<file path="config.mk">
export PLATFORM = sky130hd
export DESIGN_NAME = acc_core
export DESIGN_NICKNAME = d
export VERILOG_FILES = /design/src/rtl/acc_core.sv
export SDC_FILE = /design/constraint.sdc
export NUM_CORES = 1
export LEC_CHECK = 0
export ABC_AREA = 0
export BUFFER_PORTS_ARGS = -buffer_cell sky130_fd_sc_hd__buf_2
export CAP_MARGIN = 20
export CORE_ASPECT_RATIO = 1.1
export CORE_MARGIN = 2
export CORE_UTILIZATION = 60
export DETAILED_ROUTE_END_ITERATION = 7
export PLACE_DENSITY = 0.92
export SLEW_MARGIN = 10
export SYNTH_ARGS = -nofsm -noshare
export SYNTH_HDL_FRONTEND = slang
export SYNTH_SLANG_ARGS = --single-unit
</file>
<file path="constraint.sdc">
create_clock -name clk -period 6.1 [get_ports clk]
set_clock_uncertainty 0.2 [all_clocks]
set_input_delay 0.305 -clock clk [delete_from_list [all_inputs] [get_ports clk]]
set_output_delay 0.305 -clock clk [all_outputs]
set_load 0.02 [all_outputs]
</file>
<file path="src/rtl/acc_core.sv">
module acc_core #(
  parameter int AW = 12,
  parameter int DW = 16,
  parameter int IOW = 8,
  parameter logic [AW-1:0] IRQ_VEC = '1
) (
  input  logic          clk,
  input  logic          rst_n,
  output logic [AW-1:0] mem_addr,
  output logic [DW-1:0] mem_wdata,
  output logic          mem_we,
  input  logic [DW-1:0] mem_rdata,
  input  logic [IOW-1:0] in_data,
  output logic [IOW-1:0] out_data,
  output logic          out_valid,
  input  logic          irq,
  output logic          halted
);
  localparam int OPW = DW - AW;

  typedef enum logic [3:0] {
    S_F0, S_F1, S_F2, S_F3, S_DEC, S_RD1, S_RD2, S_EX,
    S_CHK, S_IV1, S_IV2, S_IV3, S_HALT
  } st_t;

  st_t st;
  logic [AW-1:0]  pc, mar, spc;
  logic [DW-1:0]  ac, ir, mbr, sac;
  logic [IOW-1:0] in_reg, out_reg;
  logic           masked;

  wire [OPW-1:0] op = ir[DW-1 -: OPW];
  wire [1:0] cond = ir[AW-1 -: 2];
  wire needs_opnd = (op == OPW'(1)) || (op == OPW'(3)) || (op == OPW'(4));
  wire ac_neg = ac[DW-1];
  wire ac_zero = (ac == '0);
  wire skip = (cond == 2'b00 && ac_neg) ||
              (cond == 2'b01 && ac_zero) ||
              (cond == 2'b10 && !ac_neg && !ac_zero);

  assign mem_addr  = mar;
  assign mem_wdata = ac;
  assign mem_we    = (st == S_EX) && (op == OPW'(2));
  assign out_data  = out_reg;

  always_ff @(posedge clk) begin
    if (!rst_n) begin
      st <= S_F0;
      pc <= '0; mar <= '0; spc <= '0;
      ac <= '0; ir <= '0; mbr <= '0; sac <= '0;
      in_reg <= '0; out_reg <= '0; out_valid <= 1'b0;
      masked <= 1'b0; halted <= 1'b0;
    end else begin
      in_reg <= in_data;
      out_valid <= 1'b0;
      case (st)
        S_F0: begin mar <= pc; st <= S_F1; end
        S_F1: st <= S_F2;
        S_F2: begin mbr <= mem_rdata; st <= S_F3; end
        S_F3: begin ir <= mbr; pc <= pc + AW'(1); st <= S_DEC; end
        S_DEC: begin
          mar <= ir[AW-1:0];
          st <= needs_opnd ? S_RD1 : S_EX;
        end
        S_RD1: st <= S_RD2;
        S_RD2: begin mbr <= mem_rdata; st <= S_EX; end
        S_EX: begin
          st <= S_CHK;
          case (op)
            OPW'(1):  ac <= mbr;
            OPW'(3):  ac <= ac + mbr;
            OPW'(4):  ac <= ac - mbr;
            OPW'(5):  ac <= DW'(in_reg);
            OPW'(6):  begin out_reg <= ac[IOW-1:0]; out_valid <= 1'b1; end
            OPW'(7):  begin halted <= 1'b1; st <= S_HALT; end
            OPW'(8):  if (skip) pc <= pc + AW'(1);
            OPW'(9):  pc <= ir[AW-1:0];
            OPW'(10): ac <= '0;
            OPW'(15): begin pc <= spc; ac <= sac; masked <= 1'b0; end
            default: ;
          endcase
        end
        S_CHK: begin
          if (irq && !masked) begin
            spc <= pc; sac <= ac; masked <= 1'b1;
            mar <= IRQ_VEC; st <= S_IV1;
          end else begin
            st <= S_F0;
          end
        end
        S_IV1: st <= S_IV2;
        S_IV2: begin mbr <= mem_rdata; st <= S_IV3; end
        S_IV3: begin pc <= mbr[AW-1:0]; st <= S_F0; end
        default: ;
      endcase
    end
  end

  assert_fetch_step_R2: assert property (@(posedge clk) disable iff (!rst_n)
    (st == S_F3) |=> (pc == $past(pc) + AW'(1)));
  assert_store_single_R4: assert property (@(posedge clk) disable iff (!rst_n)
    mem_we |=> !mem_we);
  assert_out_pulse_R8: assert property (@(posedge clk) disable iff (!rst_n)
    out_valid |=> !out_valid);
  assert_halt_hold_R9: assert property (@(posedge clk) disable iff (!rst_n)
    halted |=> (halted && !mem_we && $stable(mem_addr)));
  assert_vector_addr_R10: assert property (@(posedge clk) disable iff (!rst_n)
    (st == S_IV1) |-> (mem_addr == IRQ_VEC));
  assert_mask_R11: assert property (@(posedge clk) disable iff (!rst_n)
    (st == S_CHK && masked) |=> (st == S_F0));
endmodule

</file>
==> impl_metrics.tcl <==
set metrics [dict create \
    status "finished, final reports clean" \
    synth_area_leaders "dfxtp_1 38%, nand2_1 10%, a21oi_1 8.2%" \
    clk_latency_ps 430 \
    setup_violations 0 \
    post_cts_buffers 0 \
    port_buffers 65 \
    gp_congestion 0.952 \
    tritoncts "yes" \
    synth-simple-area-share_pct 20.3 \
    synth-seq-cells 123 \
    relSlewSlack_pct 28.5 \
    crit_family "compound AO/OA/AOI/OAI gates" \
    ys_async_sr_fraction_pct 0 \
    die_x_um 103 \
    synth_compound_area_share_pct 26.6 \
    ir_drop_mv 0.242 \
    io_pins 66 \
    worst-setup-path-type "flop to flop" \
    crit_path_max_incr_delay_ps 550 \
    synth_top_cell_by_area "dfxtp_1" \
    drv_slew 0 \
    period_minus_slack_ps 3850 \
    power.leakage_nw 2.79 \
    crit_top_cell "xnor2_1" \
    clockRootBuffer "clkbuf_16" \
    vias 6670 \
    ys_warn_count 0 \
    syn2layout_area_growth_pct 17.1 \
    synth-edff-count 0 \
    path_buf_inv 0 \
    post-dp-hpwl_mm 11.9 \
    synth_mux_area_share_pct 1.85 \
    grt_max_degree 73 \
    cp-end-kind "flop" \
    grt_pass1_wl_mm 31.5 \
    grt_setup_unrepaired "no" \
    syn_nets 882 \
    p_per_area_nw_per_um2 293 \
    synth_top_area_share_pct 37.9 \
    drt-initial-drc-count 714 \
    die_y_um 113 \
    grt_pass1_vias 6354 \
    maxCapViolCount 0 \
    avgViaCountPerCell 6.44 \
    syn_avg_cell_area_um2 7.80 \
    finalCritPeriodShare_pct 63.1 \
    drtAntennaViolNets 0 \
    cts.reportedPaths.clkPinSlew_ps 60 \
    hold_violations 0 \
    synthCells 833 \
    drive_above_1_share_pct 13.1 \
    h-tree-depth 4 \
    design.die.area_um2 11700 \
    fmax_mhz 260 \
    nets 929 \
    drc 0 \
    synth_cell_types 61 \
    cts_buffer_depth 2 \
    use_met3_pct 8.34 \
    final_util_pct 72.8 \
    synth_flop_cell "dfxtp_1" \
    start_kind "flop" \
    synth_top_family_by_area "compound AO/OA/AOI/OAI gates" \
    diodes 0 \
    yosysSeqAreaShare_pct 37.9 \
    grt-busiest-layer "met2" \
    grt_use_met2_pct 54.6 \
    min_path_type "primary input to flop" \
    cp_slowest_cell "dfxtp_1" \
    met1_usage_pct 43.2 \
    grt_usage_pct 34.4 \
    wl_per_cell_um 18.5 \
    crit_chain "nand2b_1 > nor3_1 > nor2_1 > xnor2_1 > ha_1 > o21a_1 > o31a_1 > a41oi_2 > o311a_1 > xnor2_1 > a222oi_1 > a211oi_1" \
    drt_pass1_iterations 6 \
    totalPowerFinal_mw 2.23 \
    num_rows 39 \
    arrival_ps 3920 \
    synth-xor-area-share_pct 3.64 \
    start_util_pct 62.2 \
    tns_ps 0 \
    syn-cell-area_um2 6490 \
    synth_fa_ha_area_share_pct 4.35 \
    tightest_slew_ps 1070 \
    crit_path_max_fanout 14 \
    timing.hold.ws_ps 53.1 \
    synth_common_cells "178 x nand2_1, 123 x dfxtp_1, 107 x a21oi_1" \
    antenna_found_initial 0 \
    gr-total-overflow 0 \
    cts_buffers 17 \
    drt-total-wl_mm 19.2 \
    cts_sinks 123 \
    core_um2 10400 \
    required_ps 6180 \
    synth_most_common_cell "nand2_1" \
    fill_cells 821 \
]
==> final cells by class <==
class                      instances  area (um^2)  share of cell area, %
clock inverter                    13          165                   2.17
multi-input combinational        629         3690                   48.5
timing repair buffer              92          593                   7.80
sequential                       123         2460                   32.4
tap                              143          179                   2.35
inverter                          17         63.8                  0.839
clock buffer                      19          453                   5.96
==> worst register-to-register path: stages, from the launching register on <==
cell      delay, ps
dfxtp_1         550
nand2b_1        240
nor3_1          530
nor2_1          120
xnor2_1         150
ha_1            360
o21a_1          140
o31a_1          190
a41oi_2         250
o311a_1         420
xnor2_1         130
a222oi_1        300
a211oi_1        110
==> timing repair <==
item                      in CTS  in global routing
resized for setup              0                  0
hold endpoints to repair      23                  0
hold buffers                  23                  0
==> metal layers <==
| layer | share of wire [%] | wire length [um] |
|---|---|---|
| met5 | 0 | 0 |
| met4 | 4.4 | 842 |
| met3 | 10 | 1940 |
| met2 | 47 | 9070 |
| met1 | 38 | 7350 |
==> power breakdown <==
part	internal, mW	total, mW	switching [mW]
clock	0.666	1.05	0.387
combinational	0.152	0.346	0.194
sequential	0.814	0.833	0.0191
total	1.63	2.23	0.600
==> through the flow <==
stage	worst slack, ps	std cells	area [um^2]
3_3_place_gp	2460	980	6740
5_1_grt	1900	1036	7600
6_report	2250	1036	7600
3_5_place_dp	2360	980	6740
2_1_floorplan	2680	833	6490
4_1_cts	2360	1035	7590
==> logic make-up (layout without fill, tap and decap cells) <==
| kind of cell | after synthesis | count (layout) |
|---|---|---|
| AO/OA/AOI/OAI | 266 | 266 |
| XOR/XNOR | 27 | 27 |
| adder cells (fa/ha/maj) | 22 | 22 |
| buffers and inverters | 81 | 141 |
| flip-flops | 123 | 123 |
| multiplexers | 12 | 12 |
| AND/OR/NAND/NOR | 302 | 302 |
==> final timing paths <==
| check | from | end | slack [ps] | depth (start not counted) |
|---|---|---|---|---|
| worst min register to register | mem_addr[6] | mem_addr[6] | 260 | 2 |
| worst max-delay path | ir[14] | mem_wdata[15] | 2250 | 12 |
| worst min-delay path | mem_rdata[4] | mbr[4] | 50 | 3 |
| worst max register to register | ir[14] | mem_wdata[15] | 2250 | 12 |
==> placed cells by master (no fill, tap or decap), types with 12 or more instances in the layout <==
cell           netlist  layout
nand3_1             13      13
a222oi_1            12      12
nand2_1            178     178
a21oi_1            107     106
dlygate4sd3_1        0      23
inv_1               16      16
xnor2_1             17      17
ha_1                21      21
nor2_1              48      47
dfxtp_1            123     123
o221ai_1            12      12
clkbuf_16            0      17
a22oi_1             14      14
mux2i_1             12      12
buf_2               15      65
a31oi_1             13      13
o21ai_0             35      35
Power figures use the tool's default switching activity.
